$ cat config.mk
export PLATFORM = sky130hd
export DESIGN_NAME = flash_cmd_decoder
export DESIGN_NICKNAME = d
export VERILOG_FILES = /design/src/rtl/flash_cmd_pkg.sv /design/src/rtl/flash_boot_guard.sv /design/src/rtl/flash_seq_fsm.sv /design/src/rtl/flash_id_reader.sv /design/src/rtl/flash_cmd_decoder.sv
export SDC_FILE = /design/constraint.sdc
export NUM_CORES = 1
export LEC_CHECK = 0
export ABC_CLOCK_PERIOD_IN_PS = 3900
export BUFFER_PORTS_ARGS = -buffer_cell sky130_fd_sc_hd__clkbuf_2
export CORE_AREA = 4 4 66 68
export CTS_CLUSTER_DIAMETER = 40
export DETAILED_ROUTE_END_ITERATION = 10
export DIE_AREA = 0 0 70 72
export PLACE_DENSITY = 0.89
export SETUP_SLACK_MARGIN = 0.4
export SLEW_MARGIN = 0
export SYNTH_ARGS = -nofsm -noshare
export SYNTH_HDL_FRONTEND = slang
export SYNTH_SLANG_ARGS = --single-unit
export TNS_END_PERCENT = 50
$ cat constraint.sdc
create_clock -name clk -period 3.9 [get_ports clk]
set_input_delay 0.39 -clock clk [delete_from_list [all_inputs] [get_ports clk]]
set_output_delay 0.39 -clock clk [all_outputs]
set_load 0.01 [all_outputs]
$ cat src/rtl/flash_cmd_pkg.sv
package flash_cmd_pkg;

  typedef enum logic [2:0] {
    SQ_IDLE,
    SQ_UNL1,
    SQ_UNL2,
    SQ_PROG,
    SQ_ERA3,
    SQ_ERA4,
    SQ_ERA5
  } seq_t;

  localparam int unsigned CMP_BITS = 15;

  localparam logic [CMP_BITS-1:0] ADR_KEY_P = 15'h5555;
  localparam logic [CMP_BITS-1:0] ADR_KEY_Q = 15'h2AAA;

  localparam logic [7:0] D_KEY_P   = 8'hAA;
  localparam logic [7:0] D_KEY_Q   = 8'h55;
  localparam logic [7:0] D_PROG    = 8'hA0;
  localparam logic [7:0] D_ERASE   = 8'h80;
  localparam logic [7:0] D_ID_IN   = 8'h90;
  localparam logic [7:0] D_ID_OUT  = 8'hF0;
  localparam logic [7:0] D_FIN_ERA = 8'h10;
  localparam logic [7:0] D_FIN_LCK = 8'h40;

endpackage

$ cat src/rtl/flash_boot_guard.sv
module flash_boot_guard #(
  parameter int unsigned ADDR_W    = 19,
  parameter int unsigned BOOT_LOG2 = 14,
  parameter bit          AT_TOP    = 1'b0
) (
  input  logic [ADDR_W-1:0] addr,
  output logic              hit
);
  localparam int unsigned HI_W = ADDR_W - BOOT_LOG2;

  logic [HI_W-1:0] upper;
  assign upper = addr[ADDR_W-1:BOOT_LOG2];

  generate
    if (AT_TOP) begin : g_top
      assign hit = &upper;
    end else begin : g_bottom
      assign hit = ~|upper;
    end
  endgenerate

  logic [BOOT_LOG2-1:0] unused_low;
  assign unused_low = addr[BOOT_LOG2-1:0];
endmodule

$ cat src/rtl/flash_seq_fsm.sv
module flash_seq_fsm
  import flash_cmd_pkg::*;
#(
  parameter int unsigned CW = CMP_BITS,
  parameter int unsigned DW = 8
) (
  input  logic          clk,
  input  logic          rst,
  input  logic          wr_en,
  input  logic          busy,
  input  logic [CW-1:0] cmp_addr,
  input  logic [DW-1:0] wr_data,
  output logic          fire_prog,
  output logic          fire_erase,
  output logic          fire_lock,
  output logic          fire_idin,
  output logic          fire_idout
);
  seq_t st, nxt;
  logic accept, at_p, at_q;

  assign accept = wr_en && !busy;
  assign at_p   = (cmp_addr == CW'(ADR_KEY_P));
  assign at_q   = (cmp_addr == CW'(ADR_KEY_Q));

  always_comb begin
    nxt        = st;
    fire_prog  = 1'b0;
    fire_erase = 1'b0;
    fire_lock  = 1'b0;
    fire_idin  = 1'b0;
    fire_idout = 1'b0;
    if (accept) begin
      if (st == SQ_PROG) begin
        fire_prog = 1'b1;
        nxt       = SQ_IDLE;
      end else if (wr_data == DW'(D_ID_OUT)) begin
        fire_idout = 1'b1;
        nxt        = SQ_IDLE;
      end else begin
        nxt = SQ_IDLE;
        case (st)
          SQ_IDLE: if (at_p && wr_data == DW'(D_KEY_P)) nxt = SQ_UNL1;
          SQ_UNL1: if (at_q && wr_data == DW'(D_KEY_Q)) nxt = SQ_UNL2;
          SQ_UNL2: begin
            if (at_p) begin
              if (wr_data == DW'(D_PROG))       nxt = SQ_PROG;
              else if (wr_data == DW'(D_ERASE)) nxt = SQ_ERA3;
              else if (wr_data == DW'(D_ID_IN)) fire_idin = 1'b1;
            end
          end
          SQ_ERA3: if (at_p && wr_data == DW'(D_KEY_P)) nxt = SQ_ERA4;
          SQ_ERA4: if (at_q && wr_data == DW'(D_KEY_Q)) nxt = SQ_ERA5;
          SQ_ERA5: begin
            if (at_p && wr_data == DW'(D_FIN_ERA)) fire_erase = 1'b1;
            if (at_p && wr_data == DW'(D_FIN_LCK)) fire_lock  = 1'b1;
          end
          default: nxt = SQ_IDLE;
        endcase
      end
    end
  end

  always_ff @(posedge clk) begin
    if (rst) st <= SQ_IDLE;
    else     st <= nxt;
  end

  AST_BUSY_HOLD: assert property (@(posedge clk) disable iff (rst)
    busy |=> $stable(st));

  AST_ONE_REQUEST: assert property (@(posedge clk) disable iff (rst)
    $onehot0({fire_prog, fire_erase, fire_lock, fire_idin, fire_idout}));

  AST_IDLE_NO_FIRE: assert property (@(posedge clk) disable iff (rst)
    !accept |-> !(fire_prog || fire_erase || fire_lock || fire_idin || fire_idout));
endmodule

$ cat src/rtl/flash_id_reader.sv
module flash_id_reader #(
  parameter int unsigned    ADDR_W   = 19,
  parameter int unsigned    DW       = 8,
  parameter logic [DW-1:0]  MFR_CODE = 8'h1F,
  parameter logic [DW-1:0]  DEV_CODE = 8'h13
) (
  input  logic              clk,
  input  logic              rst,
  input  logic              id_mode,
  input  logic              lock,
  input  logic [ADDR_W-1:0] rd_addr,
  output logic [DW-1:0]     rdata
);
  logic [DW-1:0] sel;

  always_comb begin
    sel = '0;
    if (id_mode) begin
      if (rd_addr == ADDR_W'(0))      sel = MFR_CODE;
      else if (rd_addr == ADDR_W'(1)) sel = DEV_CODE;
      else if (rd_addr == ADDR_W'(2)) sel = {{(DW-1){1'b0}}, lock};
    end
  end

  always_ff @(posedge clk) begin
    if (rst) rdata <= '0;
    else     rdata <= sel;
  end

  AST_ID_QUIET: assert property (@(posedge clk) disable iff (rst)
    !id_mode |=> (rdata == '0));
endmodule

$ cat src/rtl/flash_cmd_decoder.sv
module flash_cmd_decoder
  import flash_cmd_pkg::*;
#(
  parameter int unsigned ADDR_W       = 19,
  parameter int unsigned DATA_W       = 8,
  parameter int unsigned BOOT_LOG2    = 14,
  parameter bit          BOOT_AT_TOP  = 1'b0,
  parameter logic [7:0]  MFR_ID       = 8'h1F,
  parameter logic [7:0]  DEV_ID_BOT   = 8'h13,
  parameter logic [7:0]  DEV_ID_TOP   = 8'h12
) (
  input  logic              clk,
  input  logic              rst,
  input  logic              wr_en,
  input  logic [ADDR_W-1:0] wr_addr,
  input  logic [DATA_W-1:0] wr_data,
  input  logic              busy,
  input  logic [ADDR_W-1:0] rd_addr,
  output logic [DATA_W-1:0] id_rdata,
  output logic              id_mode,
  output logic              lock_flag,
  output logic              prog_start,
  output logic [ADDR_W-1:0] prog_addr,
  output logic [DATA_W-1:0] prog_data,
  output logic              erase_start,
  output logic              erase_keep_boot
);
  localparam logic [7:0] DEV_ID = BOOT_AT_TOP ? DEV_ID_TOP : DEV_ID_BOT;

  logic f_prog, f_erase, f_lock, f_idin, f_idout;
  logic wr_in_boot, out_in_boot;

  flash_seq_fsm #(.CW(CMP_BITS), .DW(DATA_W)) u_seq (
    .clk(clk), .rst(rst), .wr_en(wr_en), .busy(busy),
    .cmp_addr(wr_addr[CMP_BITS-1:0]), .wr_data(wr_data),
    .fire_prog(f_prog), .fire_erase(f_erase), .fire_lock(f_lock),
    .fire_idin(f_idin), .fire_idout(f_idout)
  );

  flash_boot_guard #(.ADDR_W(ADDR_W), .BOOT_LOG2(BOOT_LOG2), .AT_TOP(BOOT_AT_TOP)) u_wr_guard (
    .addr(wr_addr), .hit(wr_in_boot)
  );

  flash_id_reader #(.ADDR_W(ADDR_W), .DW(DATA_W), .MFR_CODE(DATA_W'(MFR_ID)),
                    .DEV_CODE(DATA_W'(DEV_ID))) u_id (
    .clk(clk), .rst(rst), .id_mode(id_mode), .lock(lock_flag),
    .rd_addr(rd_addr), .rdata(id_rdata)
  );

  always_ff @(posedge clk) begin
    if (rst) begin
      lock_flag       <= 1'b0;
      id_mode         <= 1'b0;
      prog_start      <= 1'b0;
      prog_addr       <= '0;
      prog_data       <= '0;
      erase_start     <= 1'b0;
      erase_keep_boot <= 1'b0;
    end else begin
      prog_start      <= 1'b0;
      erase_start     <= f_erase;
      erase_keep_boot <= f_erase && lock_flag;
      if (f_lock)  lock_flag <= 1'b1;
      if (f_idin)  id_mode   <= 1'b1;
      if (f_idout) id_mode   <= 1'b0;
      if (f_prog && !(lock_flag && wr_in_boot)) begin
        prog_start <= 1'b1;
        prog_addr  <= wr_addr;
        prog_data  <= wr_data;
      end
    end
  end

  flash_boot_guard #(.ADDR_W(ADDR_W), .BOOT_LOG2(BOOT_LOG2), .AT_TOP(BOOT_AT_TOP)) u_out_guard (
    .addr(prog_addr), .hit(out_in_boot)
  );

  AST_LOCK_STICKY: assert property (@(posedge clk) disable iff (rst)
    lock_flag |=> lock_flag);

  AST_BOOT_SAFE: assert property (@(posedge clk) disable iff (rst)
    prog_start |-> !(lock_flag && out_in_boot));

  AST_PROG_PULSE: assert property (@(posedge clk) disable iff (rst)
    prog_start |=> !prog_start);

  AST_ERASE_KEEP: assert property (@(posedge clk) disable iff (rst)
    erase_keep_boot |-> (erase_start && lock_flag));

  AST_REQ_EXCL: assert property (@(posedge clk) disable iff (rst)
    !(prog_start && erase_start));
endmodule

==> results_dict.tcl, run 1 <==
set metrics [dict create \
    run_status "completed" \
    fillers 367 \
    drt_wl_total_mm 4.502 \
    viasPerCell 5.283 \
    fmax_ghz 0.4311 \
    synth.avg_cell_area_um2 9.360 \
    max-slew-margin-rel_pct 22.99 \
    post_cts_buffers 0 \
    p_leak_nw 0.9308 \
    synth_top_cell_by_area "dfxtp_1" \
    start_kind "flip-flop" \
    synth_ff_type "dfxtp_1" \
    yosys_warnings 0 \
    fin_worst_skew_ps 3.759 \
    synth_cell_type_count 36 \
    powerDensity_nw_per_um2 314.1 \
    stdcell_area_um2 2242 \
    synthTopCellsByArea "dfxtp_1, mux2i_1, nor2_1" \
    async_reset_ff_share_pct 0 \
    synth_top_area_share_pct 43.93 \
    cts_buffers 5 \
    pin_count 90 \
    grt_pass1_wl_mm 7.341 \
    cts.sinks 38 \
    drive_above_1_share_pct 35.85 \
    cts_resized 0 \
    globalRouteTotalUtil_pct 18.05 \
    setup_ws_ps 1580 \
    antenna_found_initial 0 \
    final_common_cell "clkbuf_2" \
    clkTransAtPathRegs_ps 60 \
    dpl.hpwl_mm 3.507 \
    drc_errors 0 \
    synth_edf_count 0 \
    insertion_delay_ps 280 \
    path_max_fanout 28 \
    regArea_um2 760.7 \
    port_buffers 86 \
    ys_ff_latch 38 \
    regToRegSetupSlack_ps 1580 \
    report.final.slew_viol_count 0 \
    root_buffer "clkbuf_8" \
    drtAntennaViolNets 0 \
    overflow 0 \
    cp_cell_sequence "nor2b_1 -> nand3_1 -> a31oi_4 -> mux2i_1 -> nor2_1" \
    worst_slew_pin_slew_ps 1155 \
    finalPower_mw 0.7042 \
    dpl_cell_area_um2 2160 \
    area_growth_pct 29.48 \
    final.setup.tns_ps 0 \
    cp-end-kind "flip-flop" \
    crit_type "flip-flop to flip-flop" \
    die-area_um2 5040 \
    syn-cell-area_um2 1732 \
    ys_seq_area_share_pct 43.93 \
    vdd_drop_max_mv 0.1795 \
    vias 1664 \
    die_h_um 72 \
    grt_pass1_vias 1622 \
    cpPeakStageDelay_ps 920 \
    multiInputGateArea_um2 898.4 \
    finalWeightedCongestion 0.8732 \
    final_cell_mix "clkbuf_2, dfxtp_1, nor2_1, mux2i_1, nor4_1" \
    core_um2 3856 \
    nets 316 \
    worstPathRequired_ps 4040 \
    dr.pass1.iters 4 \
    rsz0062_at_grt "no" \
    diodes 0 \
    cap_violations 0 \
    cts_tree "built" \
    initial_core_util_pct 44.91 \
    cts_hold_buf 0 \
    syn-instance-count 185 \
    arrival_ps 2460 \
    finalSetupViolations 0 \
    min_period_over_period_pct 59.48 \
    drt_iter0_drc 52 \
    grt_max_degree 37 \
    dp_slack_ps 1474 \
    fp-row-count 23 \
    cts_buffer_depth 2 \
    wire_per_inst_um 14.29 \
    final_hold_viol_count 0 \
    hold_class "input pin to flip-flop" \
    h-tree-depth 2 \
    die-width_um 70 \
    min_period_ps 2320 \
    cp_slowest_cell "a31oi_4" \
]
## worst max-delay path, delay by kind of cell, from the launching register on
family / cells / cell delay (ps)
AOI/OAI and AO/OA: 1 / 920
and+or+nand+nor: 3 / 510
DFF: 1 / 440
muxes: 1 / 290
## routing by layer
| metal | track usage, % | vias up | share of wire (%) | routed length, µm |
|---|---|---|---|---|
| met5 | 0 | - | 0 | 0 |
| met4 | 6.596 | 0 | 1.5 | 69 |
| met3 | 5.540 | 5 | 9.0 | 406 |
| met2 | 32.63 | 74 | 48 | 2181 |
| met1 | 20.05 | 758 | 41 | 1845 |
| li1 | - | 827 | - | - |
## worst paths after layout
check,startpoint,end,depth (start not counted)
hold reg to reg,prog_addr[17],prog_addr[17],2
hold / removal,rd_addr[0],u_id.rdata[3],2
setup reg to reg,u_seq.st[1],prog_addr[2],5
setup / recovery,u_seq.st[1],prog_addr[2],5
## where the power goes
part | leakage [nW] | internal [mW] | switching (mW)
clock network | 0.0431 | 0.136 | 0.121
registers | 0.306 | 0.388 | 0.00000000156
logic | 0.582 | 0.0256 | 0.0336
## final cells by class
class | instances | area share (%)
Multi-Input combinational cell | 133 | 40.07
Sequential cell | 38 | 33.93
Timing Repair Buffer | 86 | 19.20
Clock buffer | 6 | 3.683
Tap cell | 50 | 2.790
Inverter | 2 | 0.3348
## through the flow
stage,hold slack (ps),instances,util [%]
CTS,272.7,315,58.14
detailed placement,469.4,309,56.00
global placement,464.8,309,56.00
global route,279.9,315,58.14
floorplan,462.4,187,-
finish,281.1,315,58.14
## cell usage after synthesis, drive strengths merged (2+ instances only)
master,number
nor2b,4
clkbuf,5
nor3,6
buf,9
nor2,33
nor4bb,7
nand2b,3
a31oi,3
or4,2
nand2,5
nand4,6
and3,2
nand3,4
mux2i,26
nor4,9
inv,2
nor4b,2
a21oi,6
dfxtp,38
## sequential cells by signal, indices dropped and copies added, names as in the netlist
name             count
erase_start          1
id_mode              1
prog_start           1
u_id.rdata           3
erase_keep_boot      1
u_seq.st             3
lock_flag            1
prog_addr           19
prog_data            8
## kinds of logic (layout without fill, tap and decap cells)
kind of cell	after synthesis	count (layout)	synth area share (%)
AOI/OAI and AO/OA	15	15	5.420
DFF	38	38	43.93
muxes	26	26	15.03
and+or+nand+nor	89	89	29.91
buffers and inverters	16	94	5.491
other	1	3	0.2166
(Power assumes the default switching activity.)
==> inputs of run 2 (changes only) <==
--- a/config.mk
+++ b/config.mk
@@ -5,13 +5,13 @@
 export SDC_FILE = /design/constraint.sdc
 export NUM_CORES = 1
 export LEC_CHECK = 0
-export ABC_CLOCK_PERIOD_IN_PS = 3900
+export ABC_CLOCK_PERIOD_IN_PS = 2410
 export BUFFER_PORTS_ARGS = -buffer_cell sky130_fd_sc_hd__clkbuf_2
-export CORE_AREA = 4 4 66 68
+export CORE_AREA = 4 4 68 70
 export CTS_CLUSTER_DIAMETER = 40
 export DETAILED_ROUTE_END_ITERATION = 10
-export DIE_AREA = 0 0 70 72
-export PLACE_DENSITY = 0.89
+export DIE_AREA = 0 0 72 74
+export PLACE_DENSITY = 0.85
 export SETUP_SLACK_MARGIN = 0.4
 export SLEW_MARGIN = 0
 export SYNTH_ARGS = -nofsm -noshare
==> constraint.sdc (replaced) <==
create_clock -name clk -period 2.41 [get_ports clk]
set_input_delay 0.241 -clock clk [delete_from_list [all_inputs] [get_ports clk]]
set_output_delay 0.241 -clock clk [all_outputs]
set_load 0.01 [all_outputs]
==> run 2 against run 1 <==
Die area grew 5.7%. Critical endpoint is now erase_keep_boot. Final area increased by 1.4%. Utilization shrank 0.90 points. Power rose by 65%. Flip-flop and latch count unchanged. Largest cell class unchanged. Non-clock buffer count rose by 3. Cell count increased by 1.6%. Hold slack got worse by 140 ps. Maximum frequency is 31% higher. Setup slack got worse by 940 ps. Routed wire length up 1.7%. Clock power rose by 70%.
==> results_dict.tcl, run 2 (same netlist as run 1, synthesis figures left out) <==
set metrics [dict create \
    r2r-start "u_seq.st[0]" \
    grt_max_degree 36 \
    clkTransAtPathRegs_ps 70 \
    area_growth_pct 31.29 \
    power.switching_mw 0.2619 \
    highest_layer "met4" \
    dp_cells 312 \
    die-area_um2 5328 \
    cp_cell_sequence "and4bb_1 -> nand2_1 -> or4_4 -> nor4_4 -> and2_1" \
    path_max_fanout 9 \
    initial_core_util_pct 43.60 \
    critical-path-top-delay-family "simple AND/OR/NAND/NOR gates" \
    crit_buf_inv 0 \
    grt_pass1_wl_mm 7.548 \
    start_kind "flip-flop" \
    finalWeightedCongestion 0.9811 \
    drt_wl_total_mm 4.578 \
    fmax_ghz 0.5641 \
    cap_violations 0 \
    wl_met2_mm 2.063 \
    final_cell_mix "clkbuf_2, dfxtp_1, nor2_1, mux2i_1, nor4_1" \
    cts_tree "built" \
    cts_resized 0 \
    report.final.slew_viol_count 0 \
    antenna_found_initial 0 \
    arrival_ps 2000 \
    pin_count 90 \
    cp_slowest_cell "or4_4" \
    nets 319 \
    die-width_um 72 \
    startpoint "u_seq.st[0]" \
    viasPerCell 5.291 \
    min_period_over_period_pct 73.55 \
    finalNonFillerCells 320 \
    drt_iter0_drc 86 \
    insertion_delay_ps 290 \
    regArea_um2 760.7 \
    globalRouteTotalUtil_pct 17.77 \
    root_buffer "clkbuf_8" \
    post_cts_buffers 0 \
    worstPathRequired_ps 2640 \
    drc_errors 0 \
    min_period_ps 1773 \
    dr.pass1.iters 4 \
    cts_hold_buf 0 \
    wl_met1_mm 1.912 \
    vias 1693 \
    p_leak_nw 0.9516 \
    run_status "completed" \
    grt_pass1_vias 1568 \
    fin_worst_skew_ps 8.269 \
    hp-start "rd_addr[0]" \
    largestRegisters "prog_addr (19), prog_data (8)" \
    hold_class "input pin to flip-flop" \
    core_um2 3971 \
    final_hold_viol_count 0 \
    diodes 0 \
    dpl_cell_area_um2 2182 \
    clock_power_share_pct 37.6 \
    p_sw_share_pct 22.53 \
    die_h_um 74 \
    cts_buffer_depth 2 \
    finalSetupViolations 0 \
    fillers 358 \
    largest_register "prog_addr" \
    port_buffers 86 \
    intPower_mw 0.9006 \
    dpl.hpwl_mm 3.622 \
    cp-end-kind "flip-flop" \
    final_common_cell "clkbuf_2" \
    h-tree-depth 2 \
    max-slew-margin-rel_pct 61.54 \
    combPwrFrac_pct 8.4 \
    drive_above_1_share_pct 36.67 \
    vdd_drop_max_mv 0.2986 \
    largest_register_ffs 19 \
    final.setup.tns_ps 0 \
    wire_per_inst_um 14.31 \
    cts.sinks 38 \
    wl_met3_um 554 \
    cts_buffers 5 \
    powerDensity_nw_per_um2 511.3 \
    worst_slew_pin_slew_ps 571.7 \
    stdcell_area_um2 2273 \
    drtAntennaViolNets 0 \
    fp-row-count 23 \
    p_seq_share_pct 54.0 \
    crit_type "flip-flop to flip-flop" \
    cpPeakStageDelay_ps 530 \
    overflow 0 \
    rsz0062_at_grt "no" \
    multiInputGateArea_um2 898.4 \
]
==> run 2: cell count changes in the layout (fill, tap and decap cells not counted) <==
cell,before,now
buf_4,0,3
clkinv_2,0,1
clkbuf_1,0,1
==> run 2: cell type report <==
class                           count  share of cell area (%)
Timing Repair Buffer               89                   19.92
Inverter                            2                  0.3302
Sequential cell                    38                   33.46
Tap cell                           50                   2.752
Multi-Input combinational cell    133                   39.52
Clock inverter                      1                  0.2201
Clock buffer                        7                   3.797
==> run 2: per-layer routing <==
layer / GRT usage (%) / up-vias
met3: 5.000 / 8
met4: 4.384 / 0
met5: 0 / -
li1: - / 831
met2: 28.16 / 106
met1: 24.09 / 748
==> run 2: worst paths after layout <==
check,end,slack (ps),cells after the start
min,u_id.rdata[3],140,2
max reg2reg,erase_keep_boot,640,5
min reg2reg,prog_addr[17],470,2
max,erase_keep_boot,640,5
==> run 2: through the flow <==
step | util [%] | worst slack [ps] | hold WS [ps] | total power [mW]
finish | 57.25 | 637.4 | 136.6 | 1.162
floorplan | - | 765.6 | 313.4 | 0.6796
detailed placement | 54.95 | 623.8 | 424.3 | 0.7390
CTS | 57.25 | 632.8 | 123.7 | 1.177
global placement | 54.95 | 642.6 | 418.1 | 0.7380
global route | 57.25 | 502.3 | 137.1 | 1.229
==> run 2: power by group through the flow <==
stage	sequential (mW)	clock [mW]	combinational, mW
detailed placement	0.642	0	0.0970
CTS	0.627	0.452	0.0976
global route	0.627	0.494	0.108
floorplan	0.642	0	0.0376
finish	0.628	0.437	0.0979
global placement	0.642	0	0.0960
==> inputs of run 3 (changes only) <==
--- a/config.mk
+++ b/config.mk
@@ -5,13 +5,13 @@
 export SDC_FILE = /design/constraint.sdc
 export NUM_CORES = 1
 export LEC_CHECK = 0
-export ABC_CLOCK_PERIOD_IN_PS = 2410
+export ABC_CLOCK_PERIOD_IN_PS = 1600
 export BUFFER_PORTS_ARGS = -buffer_cell sky130_fd_sc_hd__clkbuf_2
-export CORE_AREA = 4 4 68 70
+export CORE_AREA = 4 4 71 73
 export CTS_CLUSTER_DIAMETER = 40
 export DETAILED_ROUTE_END_ITERATION = 10
-export DIE_AREA = 0 0 72 74
-export PLACE_DENSITY = 0.85
+export DIE_AREA = 0 0 75 77
+export PLACE_DENSITY = 0.82
 export SETUP_SLACK_MARGIN = 0.4
 export SLEW_MARGIN = 0
 export SYNTH_ARGS = -nofsm -noshare
==> constraint.sdc (replaced) <==
create_clock -name clk -period 1.6 [get_ports clk]
set_input_delay 0.16 -clock clk [delete_from_list [all_inputs] [get_ports clk]]
set_output_delay 0.16 -clock clk [all_outputs]
set_load 0.01 [all_outputs]
==> run 3 against run 2 <==
Setup slack lost 600 ps. Critical path type unchanged. Clock power rose by 52%. First-iteration DRC count is 2.3% lower. Die area increased by 8.4%. Sequential power is 50% higher. Final area rose by 16%. Critical path depth up 2. Cell count is 6.6% higher.
==> results_dict.tcl, run 3 (same netlist as run 1, synthesis figures left out) <==
set metrics [dict create \
    run_status "completed" \
    die_h_um 77 \
    root_buffer "clkbuf_8" \
    crit_type "flip-flop to flip-flop" \
    grt.met3_usage_pct 4.837 \
    dp_slack_ps -40.85 \
    p_leak_nw 1.094 \
    cts_hold_buf 0 \
    grt_max_degree 36 \
    final_common_cell "clkbuf_2" \
    finalWeightedCongestion 0.8850 \
    h-tree-depth 2 \
    core_um2 4354 \
    cp-end-kind "flip-flop" \
    met2_usage_pct 27.44 \
    port_buffers 86 \
    clkTransAtPathRegs_ps 70 \
    diodes 0 \
    cts_tree "built" \
    cap_violations 0 \
    finalNonFillerCells 341 \
    area_growth_pct 51.66 \
    hold_class "input pin to flip-flop" \
    vdd_drop_max_mv 0.4905 \
    drt_wl_total_mm 5.386 \
    start_kind "flip-flop" \
    drtAntennaViolNets 0 \
    path_max_fanout 4 \
    die-width_um 75 \
    globalRouteTotalUtil_pct 17.34 \
    report.final.slew_viol_count 0 \
    grt_use_met1_pct 22.24 \
    antenna_found_initial 0 \
    largestRegisters "prog_addr (19), prog_data (8)" \
    initial_core_util_pct 39.77 \
    powerDensity_nw_per_um2 678.9 \
    grt_pass1_wl_mm 7.893 \
    rsz0062_at_grt "yes" \
    grt_pass1_vias 1706 \
    pin_count 90 \
    vias 1839 \
    insertion_delay_ps 290 \
    arrival_ps 1790 \
    die-area_um2 5775 \
    largest_register_ffs 19 \
    fin_worst_skew_ps 4.201 \
    dp_cells 328 \
    min_period_over_period_pct 97.72 \
    cts_buffers 5 \
    regToRegSetupSlack_ps 40 \
    worstPathRequired_ps 1820 \
    viasPerCell 5.393 \
    dpl_cell_area_um2 2323 \
    min_period_ps 1564 \
    setup_ws_ps 36.48 \
    overflow 0 \
    cts_buffer_depth 2 \
    finalSetupViolations 0 \
    stdcell_area_um2 2626 \
    drc_errors 0 \
    largest_register "prog_addr" \
    fp-row-count 24 \
    final_cell_mix "clkbuf_2, dfxtp_1, nor2_1, mux2i_1, buf_4" \
    wire_per_inst_um 15.79 \
    finalPower_mw 1.783 \
    drt_iter0_drc 84 \
    grt_busiest_layer "met2" \
    final_hold_viol_count 0 \
    fmax_ghz 0.6396 \
    dpl.hpwl_mm 3.882 \
    drive_above_1_share_pct 49.13 \
    nets 338 \
    cts.sinks 38 \
    dr.pass1.iters 4 \
]
-- run 3: changes by cell type in the layout (fill, tap and decap cells not counted), sizes merged --
cell,delta
buf,+18
clkbuf,+1
-- run 3: area by class of cell --
cell class                 count  area, µm²
sequential                    38      768.2
clock buffer                   7      86.33
tap                           52      65.06
fill                         390       1728
timing repair buffer         108      674.4
inverter                       2      7.507
clock inverter                 1      5.005
multi-input combinational    133       1020
-- run 3: per-layer routing --
metal / vias up / routed length [µm]
met5: - / 0
met4: 0 / 110
met3: 15 / 502
met2: 94 / 2514
met1: 850 / 2259
li1: 880 / -
-- run 3: critical path, cell delays in order (launching register included) --
cell      delay [ps]
dfxtp_2          340
buf_6            120
nor4bb_4         240
nand4_1          230
buf_4            210
nor3_2           150
a31oi_1          100
nor2_1           100
-- run 3: what timing repair did --
item | CTS | global route
setup endpoints to repair | 38 | 38
resized for setup | 8 | 19
buffers inserted | 2 | 1
pin swaps | 1 | 11
cloned | 1 | 1
-- run 3: report_power, final --
part	internal, mW	switching [mW]
sequential	0.943	0.00000000208
clock	0.347	0.319
combinational	0.0784	0.0952
total	1.37	0.414
-- run 3: per-stage QoR --
stage | TNS [ps] | hold WS [ps] | util (%)
2_1_floorplan | 0 | 232.4 | -
3_3_place_gp | 0 | 337.6 | 53.36
3_5_place_dp | -40.85 | 340.5 | 53.36
4_1_cts | 0 | 35.01 | 57.47
5_1_grt | -247.3 | 32.29 | 60.32
6_report | 0 | 36.70 | 60.32
-- run 3: path summary, 6_finish.rpt --
kind / from / to / cells after the start
hold reg to reg: prog_addr[13] / prog_addr[13] / 2
hold / removal: rd_addr[0] / u_id.rdata[3] / 2
setup reg to reg: u_seq.st[0] / lock_flag / 7
setup / recovery: u_seq.st[0] / lock_flag / 7
